### config.mk
export PLATFORM = sky130hd
export DESIGN_NAME = beam_adapt_ctrl
export DESIGN_NICKNAME = d
export VERILOG_FILES = /design/src/rtl/beam_pkg.sv /design/src/rtl/beam_zone_cmp.sv /design/src/rtl/beam_step_calc.sv /design/src/rtl/beam_adapt_ctrl.sv
export SDC_FILE = /design/constraint.sdc
export NUM_CORES = 1
export LEC_CHECK = 0
export ABC_CLOCK_PERIOD_IN_PS = 4300
export BUFFER_PORTS_ARGS = -buffer_cell sky130_fd_sc_hd__buf_2
export CORE_MARGIN = 3
export CORE_UTILIZATION = 54
export CTS_CLUSTER_SIZE = 25
export DETAILED_ROUTE_END_ITERATION = 7
export GPL_ROUTABILITY_DRIVEN = 0
export PLACE_DENSITY_LB_ADDON = 0.2
export RECOVER_POWER = 100
export SLEW_MARGIN = 20
export SYNTH_ARGS = -nofsm -noshare
export SYNTH_HDL_FRONTEND = slang
export SYNTH_SLANG_ARGS = --single-unit
### constraint.sdc
create_clock -name clk -period 4.3 [get_ports clk]
set_input_delay 0 -clock clk [delete_from_list [all_inputs] [get_ports clk]]
set_output_delay 0 -clock clk [all_outputs]
set_load 0.005 [all_outputs]
### src/rtl/beam_pkg.sv
package beam_pkg;
  // Load band that the active-token count falls in for one frame
  typedef enum logic [1:0] {
    ZONE_MID  = 2'd0,
    ZONE_HIGH = 2'd1,
    ZONE_LOW  = 2'd2
  } zone_e;
endpackage

### src/rtl/beam_zone_cmp.sv
module beam_zone_cmp
  import beam_pkg::*;
#(
  parameter int CNT_W = 16
) (
  input  logic [CNT_W-1:0] count,
  input  logic [CNT_W-1:0] hi_thr,
  input  logic [CNT_W-1:0] lo_thr,
  output zone_e            zone
);
  logic above_hi;
  logic below_lo;

  assign above_hi = (count > hi_thr);
  assign below_lo = (count < lo_thr);

  // The heavy-load side has priority when the thresholds are inverted
  always_comb begin
    if (above_hi)      zone = ZONE_HIGH;
    else if (below_lo) zone = ZONE_LOW;
    else               zone = ZONE_MID;
  end
endmodule

### src/rtl/beam_step_calc.sv
module beam_step_calc
  import beam_pkg::*;
#(
  parameter int BEAM_W    = 8,
  parameter int INIT_BEAM = 170,
  parameter int MIN_BEAM  = 125,
  parameter int STEP      = 10
) (
  input  logic [BEAM_W-1:0] cur_beam,
  input  zone_e             zone,
  output logic [BEAM_W-1:0] next_beam,
  output logic              tighten_ev,
  output logic              relax_ev
);
  localparam int SUM_W = BEAM_W + 1;
  localparam logic [SUM_W-1:0] INIT_X = SUM_W'(INIT_BEAM);
  localparam logic [SUM_W-1:0] MIN_X  = SUM_W'(MIN_BEAM);
  localparam logic [SUM_W-1:0] STEP_X = SUM_W'(STEP);

  // Narrow by one step, landing on the floor if the step would cross it
  function automatic logic [BEAM_W-1:0] narrow(input logic [BEAM_W-1:0] b);
    logic [SUM_W-1:0] bx;
    bx = {1'b0, b};
    if (bx < MIN_X + STEP_X) return BEAM_W'(MIN_X);
    else                     return BEAM_W'(bx - STEP_X);
  endfunction

  // Widen by one step, landing on the initial width if the step would pass it
  function automatic logic [BEAM_W-1:0] widen(input logic [BEAM_W-1:0] b);
    logic [SUM_W-1:0] sum;
    sum = {1'b0, b} + STEP_X;
    if (sum > INIT_X) return BEAM_W'(INIT_X);
    else              return BEAM_W'(sum);
  endfunction

  logic was_tightened;
  assign was_tightened = ({1'b0, cur_beam} < INIT_X);
  assign tighten_ev    = (zone == ZONE_HIGH);
  assign relax_ev      = (zone == ZONE_LOW) && was_tightened;

  always_comb begin
    if (tighten_ev)    next_beam = narrow(cur_beam);
    else if (relax_ev) next_beam = widen(cur_beam);
    else               next_beam = cur_beam;
  end
endmodule

### src/rtl/beam_adapt_ctrl.sv
module beam_adapt_ctrl
  import beam_pkg::*;
#(
  parameter int CNT_W     = 16,
  parameter int BEAM_W    = 8,
  parameter int INIT_BEAM = 170,
  parameter int MIN_BEAM  = 125,
  parameter int STEP      = 10
) (
  input  logic              clk,
  input  logic              rst_n,
  input  logic              utt_start,
  input  logic              frame_stb,
  input  logic [CNT_W-1:0]  token_cnt,
  input  logic [CNT_W-1:0]  hi_thresh,
  input  logic [CNT_W-1:0]  lo_thresh,
  output logic [BEAM_W-1:0] beam_width
);
  localparam logic [BEAM_W-1:0] INIT_V = BEAM_W'(INIT_BEAM);
  localparam logic [BEAM_W-1:0] MIN_V  = BEAM_W'(MIN_BEAM);

  zone_e             zone;
  logic [BEAM_W-1:0] beam_q;
  logic [BEAM_W-1:0] beam_nx;
  logic              tighten_ev;
  logic              relax_ev;
  logic              frame_go;   // strobe that is not overridden by a reload

  assign frame_go = frame_stb && !utt_start;

  beam_zone_cmp #(.CNT_W(CNT_W)) u_zone (
    .count  (token_cnt),
    .hi_thr (hi_thresh),
    .lo_thr (lo_thresh),
    .zone   (zone)
  );

  beam_step_calc #(
    .BEAM_W    (BEAM_W),
    .INIT_BEAM (INIT_BEAM),
    .MIN_BEAM  (MIN_BEAM),
    .STEP      (STEP)
  ) u_step (
    .cur_beam   (beam_q),
    .zone       (zone),
    .next_beam  (beam_nx),
    .tighten_ev (tighten_ev),
    .relax_ev   (relax_ev)
  );

  always_ff @(posedge clk) begin
    if (!rst_n)         beam_q <= INIT_V;
    else if (utt_start) beam_q <= INIT_V;
    else if (frame_stb) beam_q <= beam_nx;
  end

  assign beam_width = beam_q;

  AST_BEAM_IN_RANGE: assert property (@(posedge clk) disable iff (!rst_n)
    (beam_q >= MIN_V) && (beam_q <= INIT_V));
  AST_RESET_INIT: assert property (@(posedge clk)
    !rst_n |=> beam_q == INIT_V);
  AST_TIGHTEN_STEP: assert property (@(posedge clk) disable iff (!rst_n)
    frame_go && (zone == ZONE_HIGH) |=>
      (int'(beam_q) == int'($past(beam_q)) - STEP) || (beam_q == MIN_V));
  AST_RELAX_UP: assert property (@(posedge clk) disable iff (!rst_n)
    frame_go && (zone == ZONE_LOW) && (beam_q < INIT_V) |=> beam_q > $past(beam_q));
  AST_LOW_AT_INIT_HOLD: assert property (@(posedge clk) disable iff (!rst_n)
    frame_go && (zone == ZONE_LOW) && (beam_q == INIT_V) |=> beam_q == INIT_V);
  AST_MID_HOLD: assert property (@(posedge clk) disable iff (!rst_n)
    frame_go && (zone == ZONE_MID) |=> $stable(beam_q));
  AST_IDLE_HOLD: assert property (@(posedge clk) disable iff (!rst_n)
    !frame_stb && !utt_start |=> $stable(beam_q));
  AST_UTT_RELOAD: assert property (@(posedge clk) disable iff (!rst_n)
    utt_start |=> beam_q == INIT_V);
  AST_INVERTED_TIGHTENS: assert property (@(posedge clk) disable iff (!rst_n)
    frame_go && (token_cnt > hi_thresh) && (token_cnt < lo_thresh) |-> tighten_ev && !relax_ev);
endmodule

==> results of run 1 <==
==> metal layers <==
| metal | up-vias | routed length, um |
|---|---|---|
| met5 | - | 0 |
| met4 | 0 | 32 |
| met3 | 4 | 367 |
| met2 | 69 | 1810 |
| met1 | 762 | 1630 |
| li1 | 876 | - |
==> through the flow <==
stage	setup slack, ns	utilization (%)	cell area, um^2	hold WS [ns]	power (uW)
after global placement	1.85	67.7	1880	0.280	220
after global routing	1.41	67.8	1890	0.0625	306
after detailed placement	1.79	67.7	1880	0.299	223
final	1.54	67.8	1890	0.0301	280
after floorplan	1.97	-	1600	0.152	179
after CTS	1.79	68.5	1910	0.0336	283
==> layout by cell type (no fill, tap or decap), types with 3 or more instances in the layout <==
cell	Yosys	layout
xnor2_1	4	4
clkbuf_1	3	4
o21a_1	4	4
ha_1	34	34
a211o_1	5	5
nand2b_1	3	3
dfxtp_1	8	8
buf_2	1	55
nand4_1	3	3
a31oi_1	2	3
a211oi_1	5	5
a21oi_1	16	16
clkbuf_4	0	3
o211ai_1	4	4
nor2_1	10	10
nand2_1	22	22
o21ai_0	6	6
inv_1	38	38
==> cell type report <==
| cell class | instances | area, um^2 | area share (%) |
|---|---|---|---|
| multi-input combinational | 159 | 1230 | 65.3 |
| clock buffer | 3 | 22.5 | 1.19 |
| inverter | 38 | 143 | 7.56 |
| sequential | 8 | 160 | 8.49 |
| timing repair buffer | 59 | 290 | 15.4 |
| tap | 31 | 38.8 | 2.06 |
==> power groups by stage <==
stage | Combinational (uW) | Sequential (uW) | Clock, uW
2_1_floorplan | 98.5 | 80.2 | 0
3_3_place_gp | 138 | 82.5 | 0
3_5_place_dp | 140 | 82.6 | 0
4_1_cts | 141 | 80.9 | 61.1
5_1_grt | 159 | 81.5 | 65.4
6_report | 139 | 81.1 | 60.3
==> logic make-up (layout without fill, tap and decap cells) <==
kind of cell	after synthesis	in the layout	share of synthesized area [%]
compound gates	68	68	32.4
xor+xnor	4	4	2.19
fa+ha+maj	34	34	26.6
buf+inv	45	100	12.0
flops	8	8	10.0
simple gates	53	53	16.7
==> worst max-delay path, stage by stage, from the launching register on <==
cell and delay (ns):
dfxtp_1 0.58, o21ai_0 0.32, a21oi_1 0.23, a211oi_1 0.06, o21a_1 0.13, a31oi_1 0.90
nor3_1 0.11, a211o_1 0.30
==> path summary, 6_finish.rpt <==
check / startpoint / end / slack [ns]
min reg2reg: beam_width[6] / beam_width[6] / 0.56
max reg2reg: beam_width[3] / beam_width[7] / 1.54
max: beam_width[3] / beam_width[7] / 1.54
min: utt_start / beam_width[3] / 0.03
==> results by group, run 1 <==
Yosys
  • Post-Synthesis Cells: 212
  • Area leader, netlist: ha_1
  • FFs w/ async S/R, synth: 0%
  • Commonest cells in the netlist: 38 x inv_1, 34 x ha_1, 22 x nand2_1
  • Netlist cell types: 49
  • Share of the synthesized area in the top cell type: 26.6%
  • Post-synthesis sequential area ratio: 10.0%
  • Syn nets: 298
  • Post-synth EDFFs: 0
  • Top post-synthesis cells by area: ha_1 27%, dfxtp_1 10%, inv_1 8.9%
  • Most used DFF post-synth: dfxtp_1
  • Ys Warns: 0
  • Top-count cell post-synth: inv_1
  • #FFs+latches synth: 8
  • Avg Inst Size Synth: 7.54 um^2
  • Cell Area, Synth: 0.00160 mm^2

Clock network
  • CTS tree: built
  • Total CTS buffers: 3
  • Clock sinks: 8
  • Clk root buf: clkbuf_4
  • Hold Buf Count CTS: 0
  • Post-CTS resize count: 0
  • Clk buf depth: 2
  • Setup bufs post-CTS: 0
  • Clk Latency, worst-skew pair: 0.26 ns
  • H-tree levels: 1
  • CTS clk-pin slew, worst paths: 0.06 ns

Min path
  • Hold Crit Depth: 3
  • Worst Hold Class: primary input to register

STA
  • Fin Clk Skew: 0.00833 ns
  • Max Slew Vio Count: 0
  • Slew @ Worst Pin: 1.24 ns
  • Relative slew slack: 16.6%
  • # setup viols final: 0
  • Final hold violation count: 0
  • Setup TNS: 0 ns
  • Max Clk Rate: 362 MHz
  • Min Tclk post-route: 2.76 ns
  • Unrepaired setup endpoints after global routing: false
  • Final worst path period share: 64.2%

Placed design
  • Post-DP HPWL: 3170 um
  • IO buf count: 59
  • Placed Cells: 295

Finish
  • Share of layout cells above drive strength 1: 24.3%
  • Area delta synth->final: 17.9%
  • Nets: 355
  • N_diodes: 0
  • Max reg flops: 8
  • Non-Filler Instances: 298
  • # fillers: 273

Global route
  • GRT met2 Usage: 39.0%
  • Met1 Use GR: 27.1%
  • GR peak layer: met2
  • Pin count of the biggest net entering global routing: 15
  • Global route total overflow: 0
  • First-pass GRT wire length: 6040 um
  • Vias in the first global route: 1478
  • Initial antenna violation count: 0
  • Total GRT Usage: 21.3%
  • GR Layer Usage met3: 2.55%

Floorplan
  • Chip width: 60.4 um
  • Die H: 60.4 um
  • Core area: 0.00278 mm^2
  • Row cnt: 19
  • Ports: 60
  • Die area: 0.00365 mm^2
  • Starting Density: 57.5%

Power and ir drop
  • Clock power frac: 21.5%
  • Sw Ratio: 38.1%
  • Gate power share: 49.6%
  • Leakage Power: 0.000989 uW
  • P_int: 173 uW
  • Seq pwr share: 28.9%
  • Peak VDD IR: 150 uV
  • Pwr dens: 149 mW/mm^2
  • Psw: 107 uW

Worst setup path
  • Crit Path Class: register to register
  • CP Max Fanout: 14
  • Worst Setup Start Kind: register
  • Worst setup EP type: register
  • Crit path required time: 4.45 ns
  • Worst EP arrival: 2.91 ns
  • Reg2Reg Depth: 7

Job
  • Total of max-cap violations: 0

Routing
  • Vias per std cell: 5.74
  • DRT Pass-1 Iters: 4
  • Aggregate routed wire length: 3840 um
  • Drt drc: 0
  • Wire per inst: 12.9 um
  • Antenna Nets Post-Route: 0
  • Total number of vias: 1711
  • DRT iter0 DRCs: 62

Status
  • Outcome: finished, final reports clean
Note: power is estimated with default switching activity, not from simulation.
==> inputs of run 2 (changes only) <==
--- a/config.mk
+++ b/config.mk
@@ -5,10 +5,11 @@
 export SDC_FILE = /design/constraint.sdc
 export NUM_CORES = 1
 export LEC_CHECK = 0
-export ABC_CLOCK_PERIOD_IN_PS = 4300
+export ABC_AREA = 1
+export ABC_CLOCK_PERIOD_IN_PS = 2600
 export BUFFER_PORTS_ARGS = -buffer_cell sky130_fd_sc_hd__buf_2
 export CORE_MARGIN = 3
-export CORE_UTILIZATION = 54
+export CORE_UTILIZATION = 51
 export CTS_CLUSTER_SIZE = 25
 export DETAILED_ROUTE_END_ITERATION = 7
 export GPL_ROUTABILITY_DRIVEN = 0
==> constraint.sdc (replaced) <==
create_clock -name clk -period 2.6 [get_ports clk]
set_input_delay 0 -clock clk [delete_from_list [all_inputs] [get_ports clk]]
set_output_delay 0 -clock clk [all_outputs]
set_load 0.005 [all_outputs]
==> results by group, run 2 <==
Yosys
  • Post-Synthesis Cells: 286 (was 212)
  • #FFs+latches synth: 8 (unchanged)
  • FFs w/ async S/R, synth: 0% (unchanged)
  • Netlist cell types: 31 (was 49)
  • Ys Warns: 0 (unchanged)
  • Area leader, netlist: ha_1 (unchanged)
  • Commonest cells in the netlist: 92 x nand2_1, 60 x inv_1, 34 x ha_1 (was 38 x inv_1, 34 x ha_1, 22 x nand2_1)
  • Cell Area, Synth: 0.00171 mm^2 (was 0.00160 mm^2)
  • Post-synthesis sequential area ratio: 9.38% (was 10.0%)
  • Top-count cell post-synth: nand2_1 (was inv_1)
  • Share of the synthesized area in the top cell type: 24.9% (was 26.6%)
  • Post-synth EDFFs: 0 (unchanged)
  • Syn nets: 372 (was 298)
  • Avg Inst Size Synth: 5.97 um^2 (was 7.54 um^2)
  • Most used DFF post-synth: dfxtp_1 (unchanged)
  • Top post-synthesis cells by area: ha_1 25%, nand2_1 20%, inv_1 13% (was ha_1 27%, dfxtp_1 10%, inv_1 8.9%)

Clock network
  • Total CTS buffers: 3 (unchanged)
  • H-tree levels: 1 (unchanged)
  • Clk root buf: clkbuf_4 (unchanged)
  • Clk Latency, worst-skew pair: 0.26 ns (about the same)
  • Post-CTS resize count: 0 (unchanged)
  • Clk buf depth: 2 (unchanged)
  • Hold Buf Count CTS: 0 (unchanged)
  • Clock sinks: 8 (unchanged)
  • CTS tree: built (unchanged)
  • CTS clk-pin slew, worst paths: 0.06 ns (about the same)
  • Setup bufs post-CTS: 0 (unchanged)

Job
  • Total of max-cap violations: 0 (unchanged)

Routing
  • Drt drc: 0 (unchanged)
  • Vias per std cell: 4.89 (was 5.74)
  • DRT Pass-1 Iters: 4 (unchanged)
  • Wire per inst: 10.1 um (was 12.9 um)
  • Aggregate routed wire length: 3950 um (was 3840 um)
  • Total number of vias: 1901 (was 1711)
  • Antenna Nets Post-Route: 0 (unchanged)
  • DRT iter0 DRCs: 127 (was 62)

STA
  • Relative slew slack: 64.5% (was 16.6%)
  • Slew @ Worst Pin: 0.532 ns (was 1.24 ns)
  • Max Slew Vio Count: 0 (unchanged)
  • # setup viols final: 0 (unchanged)
  • Hold slack final: -0.00344 ns (was 0.0301 ns)
  • Final worst path period share: 78.7% (was 64.2%)
  • Setup TNS: 0 ns (unchanged)
  • Unrepaired setup endpoints after global routing: false (unchanged)
  • Min Tclk post-route: 2.05 ns (was 2.76 ns)
  • Max Clk Rate: 489 MHz (was 362 MHz)
  • Fin Clk Skew: 0.0104 ns (was 0.00833 ns)
  • Final hold violation count: 1 (was 0)

Finish
  • Area delta synth->final: 19.3% (was 17.9%)
  • Max reg flops: 8 (unchanged)
  • Most frequent cells in the layout: 93 x nand2_1, 60 x inv_1, 56 x buf_2, 34 x ha_1, 20 x nor2_1 (was 55 x buf_2, 38 x inv_1, 34 x ha_1, 22 x nand2_1, 16 x a21oi_1)
  • N_diodes: 0 (unchanged)
  • Nets: 433 (was 355)
  • Share of layout cells above drive strength 1: 22.0% (was 24.3%)
  • Final Util: 65.1% (was 67.8%)
  • Most common cell after layout, fill and taps aside: nand2_1 (was buf_2)

Worst setup path
  • Worst Setup Start Kind: register (unchanged)
  • Crit path required time: 2.73 ns (was 4.45 ns)
  • Worst EP arrival: 2.18 ns (was 2.91 ns)
  • CP Max Fanout: 12 (was 14)
  • Reg2Reg Depth: 12 (was 7)
  • Crit Path Class: register to register (unchanged)
  • Worst setup EP type: register (unchanged)

Placed design
  • Post-DP HPWL: 3480 um (was 3170 um)
  • IO buf count: 59 (unchanged)

Status
  • Outcome: finished, violations left (was finished, final reports clean)
  • Failing checks: hold timing

Global route
  • Total GRT Usage: 20.6% (was 21.3%)
  • Vias in the first global route: 1769 (was 1478)
  • Global route total overflow: 0 (unchanged)
  • First-pass GRT wire length: 7080 um (was 6040 um)
  • Pin count of the biggest net entering global routing: 14 (was 15)
  • Initial antenna violation count: 0 (unchanged)

Floorplan
  • Chip width: 63.8 um (was 60.4 um)
  • Die H: 63.8 um (was 60.4 um)
  • Starting Density: 54.6% (was 57.5%)
  • Row cnt: 20 (was 19)
  • Ports: 60 (unchanged)
  • Die area: 0.00408 mm^2 (was 0.00365 mm^2)
  • Core area: 0.00313 mm^2 (was 0.00278 mm^2)

Power and ir drop
  • Pwr dens: 277 mW/mm^2 (was 149 mW/mm^2)
  • Peak VDD IR: 228 uV (was 150 uV)
  • Leakage Power: 0.00132 uW (was 0.000989 uW)

Min path
  • Hold Crit Depth: 3 (unchanged)
  • Worst Hold Class: primary input to register (unchanged)
[run 2: changes by cell type after synthesis, sizes merged, moves of 5 or more]
cell,delta
a211o,-5
a211oi,-5
a21oi,-7
inv,+23
nand2,+76
nand3,+20
nand4,+5
nor2,+12
[run 2: logic make-up after synthesis]
family                   after synthesis  synth area share (%)
adder cells (fa/ha/maj)               34                  24.9
flip-flops                             8                  9.38
AND/OR/NAND/NOR                      157                  41.6
XOR/XNOR                               1                 0.513
buffers and inverters                 65                  15.8
AO/OA/AOI/OAI                         21                  7.70
[run 2: area by class of cell]
type / instances / area (um^2)
inverters: 61 / 229
well taps: 44 / 55.1
repair buffers: 60 / 295
clock buffers: 3 / 22.5
multi-input cells: 213 / 1270
fillers: 317 / 1090
flip-flops and latches: 8 / 160
[run 2: path summary, 6_finish.rpt]
path                               startpoint  slack (ns)             to
worst min register to register  beam_width[0]        0.51  beam_width[0]
worst max-delay path            beam_width[5]        0.55  beam_width[3]
worst min-delay path                frame_stb      -0.003  beam_width[0]
worst max register to register  beam_width[5]        0.55  beam_width[3]
[run 2: metal layers]
metal  GRT usage [%]  vias to the layer above  wire length (um)
li1                -                     1021                 -
met1            26.1                      808              1710
met2            36.4                       64              1880
met3            3.87                        8               301
met4            3.50                        0                57
met5               0                        -                 0
[run 2: per-stage QoR]
step	total power (uW)	setup slack (ns)	hold slack [ns]	instance area, um^2	instances
after CTS	568	0.688	0.00988	2050	389
after global routing	631	0.268	0.0230	2040	389
after global placement	463	0.712	0.273	2020	386
after detailed placement	469	0.705	0.279	2020	386
final	564	0.555	-0.00344	2040	389
after floorplan	378	0.904	0.138	1710	286
[run 2: where the power goes]
| part | switching (uW) | internal, uW | total, uW |
|---|---|---|---|
| clock network | 45.8 | 53.1 | 98.8 |
| logic | 189 | 133 | 322 |
| registers | 13.6 | 129 | 143 |
| total | 248 | 316 | 564 |
[run 2: critical path, stage by stage (launching register included)]
cell and delay (ns):
dfxtp_1 0.30, clkbuf_1 0.42, inv_1 0.11, nor3_1 0.17, nand2_1 0.11, nand4_1 0.13
inv_1 0.05, nand2_1 0.06, nand2_1 0.04, nand2_1 0.25, inv_1 0.14, nand2_1 0.08
nand3_1 0.07
==> inputs of run 3 (changes only) <==
--- a/config.mk
+++ b/config.mk
@@ -6,10 +6,10 @@
 export NUM_CORES = 1
 export LEC_CHECK = 0
 export ABC_AREA = 1
-export ABC_CLOCK_PERIOD_IN_PS = 2600
+export ABC_CLOCK_PERIOD_IN_PS = 1700
 export BUFFER_PORTS_ARGS = -buffer_cell sky130_fd_sc_hd__buf_2
 export CORE_MARGIN = 3
-export CORE_UTILIZATION = 51
+export CORE_UTILIZATION = 46
 export CTS_CLUSTER_SIZE = 25
 export DETAILED_ROUTE_END_ITERATION = 7
 export GPL_ROUTABILITY_DRIVEN = 0
==> constraint.sdc (replaced) <==
create_clock -name clk -period 1.7 [get_ports clk]
set_input_delay 0 -clock clk [delete_from_list [all_inputs] [get_ports clk]]
set_output_delay 0 -clock clk [all_outputs]
set_load 0.005 [all_outputs]
==> results by group, run 3 (synthesis results as in run 2) <==
Floorplan
  • Starting Density: 49.6% (was 54.6%)
  • Core area: 0.00344 mm^2 (was 0.00313 mm^2)
  • Die H: 66.9 um (was 63.8 um)
  • Row cnt: 21 (was 20)
  • Die area: 0.00448 mm^2 (was 0.00408 mm^2)
  • Chip width: 66.9 um (was 63.8 um)
  • Ports: 60 (unchanged)

Routing
  • DRT iter0 DRCs: 129 (was 127)
  • Vias per std cell: 4.83 (was 4.89)
  • Met3 Wirelength: 257 um (was 301 um)
  • Total number of vias: 1946 (was 1901)
  • Met1 WL: 1860 um (was 1710 um)
  • DRT Pass-1 Iters: 4 (unchanged)
  • Antenna Nets Post-Route: 0 (unchanged)
  • Wire per inst: 10.7 um (was 10.1 um)
  • Top layer in use: met4 (unchanged)
  • Met2 wire len: 2120 um (was 1880 um)
  • Drt drc: 0 (unchanged)
  • Aggregate routed wire length: 4310 um (was 3950 um)

STA
  • Fin Clk Skew: 0.00124 ns (was 0.0104 ns)
  • Max Slew Vio Count: 0 (unchanged)
  • Setup WS post-layout: 0.0824 ns (was 0.555 ns)
  • Unrepaired setup endpoints after global routing: true (was false)
  • Slew @ Worst Pin: 0.419 ns (was 0.532 ns)
  • Hold slack final: 0.0369 ns (was -0.00344 ns)
  • Max Clk Rate: 618 MHz (was 489 MHz)
  • Relative slew slack: 72.0% (was 64.5%)
  • Final worst path period share: 95.2% (was 78.7%)
  • Final hold violation count: 0 (was 1)
  • Min Tclk post-route: 1.62 ns (was 2.05 ns)
  • # setup viols final: 0 (unchanged)

Finish
  • # fillers: 336 (was 317)
  • Area delta synth->final: 31.5% (was 19.3%)
  • Share of layout cells above drive strength 1: 31.7% (was 22.0%)
  • Max reg flops: 8 (unchanged)
  • N_diodes: 0 (unchanged)
  • Most common cell after layout, fill and taps aside: nand2_1 (unchanged)
  • Non-Filler Instances: 403 (was 389)
  • Nets: 445 (was 433)
  • Most frequent cells in the layout: 84 x nand2_1, 57 x buf_2, 56 x inv_1, 32 x ha_1, 17 x nor2_1 (was 93 x nand2_1, 60 x inv_1, 56 x buf_2, 34 x ha_1, 20 x nor2_1)
  • Post-route cell area: 0.00224 mm^2 (was 0.00204 mm^2)

Worst setup path
  • Crit Path Class: register to register (unchanged)
  • WP buf/inv: 1 (was 4)
  • Worst setup EP type: register (unchanged)
  • Worst EP arrival: 1.73 ns (was 2.18 ns)
  • Max incr delay on CP: 0.36 ns (was 0.42 ns)
  • Crit path required time: 1.81 ns (was 2.73 ns)
  • Cell Chain, Critical Path: ha_4 -> inv_2 -> nand2_2 -> nand2_1 -> nand2_1 -> nand2_2 -> a21oi_4 -> o21ai_4 -> nand2_1 -> nand2_1 -> nand2_1 -> nand2_1 -> nand3_1 (was clkbuf_1 -> inv_1 -> nor3_1 -> nand2_1 -> nand4_1 -> inv_1 -> nand2_1 -> nand2_1 -> nand2_1 -> inv_1 -> nand2_1 -> nand3_1)
  • Crit-path most repeated cell: nand2_1 (unchanged)
  • Critical-path top delay cell: dfxtp_4 (was clkbuf_1)
  • CP Max Fanout: 5 (was 12)
  • Worst Setup Start Kind: register (unchanged)
  • Top delay family on crit path: simple AND/OR/NAND/NOR gates (unchanged)

Clock network
  • Clk root buf: clkbuf_8 (was clkbuf_4)
  • CTS clk-pin slew, worst paths: 0.04 ns (was 0.06 ns)
  • Clk Latency, worst-skew pair: 0.24 ns (was 0.26 ns)
  • Clock sinks: 8 (unchanged)
  • H-tree levels: 1 (unchanged)
  • CTS tree: built (unchanged)
  • Total CTS buffers: 3 (unchanged)
  • Clk buf depth: 2 (unchanged)

Global route
  • Initial antenna violation count: 0 (unchanged)
  • Total GRT Usage: 19.3% (was 20.6%)
  • Global route total overflow: 0 (unchanged)
  • Vias in the first global route: 1723 (was 1769)
  • Pin count of the biggest net entering global routing: 12 (was 14)
  • First-pass GRT wire length: 6860 um (was 7080 um)

Placed design
  • IO buf count: 59 (unchanged)
  • Post-place instance area: 0.00209 mm^2 (was 0.00202 mm^2)
  • Worst slack, placed: 0.0209 ns (was 0.705 ns)
  • Placed Cells: 397 (was 386)
  • Post-DP HPWL: 3530 um (was 3480 um)

Status
  • Outcome: finished, final reports clean (was finished, violations left)

Min path
  • Worst Hold Class: primary input to register (unchanged)

Power and ir drop
  • Final Total Pwr: 1040 uW (was 564 uW)
  • Leakage Power: 0.00140 uW (was 0.00132 uW)
  • Pwr dens: 462 mW/mm^2 (was 277 mW/mm^2)
  • Peak VDD IR: 242 uV (was 228 uV)

Job
  • Total of max-cap violations: 0 (unchanged)
run 3: changes by cell type in the layout (fill, tap and decap cells not counted), sizes merged:
cell / previous run / this run
buf: 56 / 69
clkbuf: 7 / 5
nand2: 98 / 99
run 3: per-layer routing:
layer | vias to the layer above | global-route usage (%)
met5 | - | 0
met4 | 0 | 3.54
met3 | 11 | 3.04
met2 | 67 | 35.1
met1 | 824 | 23.8
li1 | 1044 | -
run 3: timing repair:
action                                  CTS  global route
resized for setup                         0            28
endpoints found under the setup margin    0             8
hold buffers                              0             0
setup buffers                             0             2
hold endpoints to repair                  0             0
run 3: final cells by class:
type                            count  area (um^2)  area share (%)
Tap cell                           46         57.6            2.56
Multi-Input combinational cell    214         1370            60.8
Inverter                           61          229            10.2
Timing Repair Buffer               71          383            17.1
Sequential cell                     8          169            7.53
Clock buffer                        3         41.3            1.84
run 3: worst paths after layout:
kind,startpoint,end,slack (ns),cells past startpoint
worst max-delay path,beam_width[1],beam_width[5],0.08,13
worst min-delay path,utt_start,beam_width[1],0.04,3
worst max register to register,beam_width[1],beam_width[5],0.08,13
worst min register to register,beam_width[5],beam_width[5],0.52,2
run 3: tightest hold or removal path: cells and delay by family:
family                 cells  cell delay, ns
buffers and inverters      1            0.08
AND/OR/NAND/NOR            2            0.17
run 3: per-stage QoR:
| stage | TNS, ns | util [%] |
|---|---|---|
| 3_5_place_dp | 0 | 60.8 |
| 2_1_floorplan | 0 | - |
| 5_1_grt | -0.131 | 65.2 |
| 3_3_place_gp | 0 | 60.8 |
| 4_1_cts | 0 | 62.0 |
| 6_report | 0 | 65.2 |
run 3: report_power, final:
part / leakage (uW) / internal [uW] / switching [uW]
clock network: 0.0000216 / 154 / 84.5
logic: 0.00131 / 250 / 334
registers: 0.0000655 / 198 / 15.3
total: 0.00140 / 603 / 433
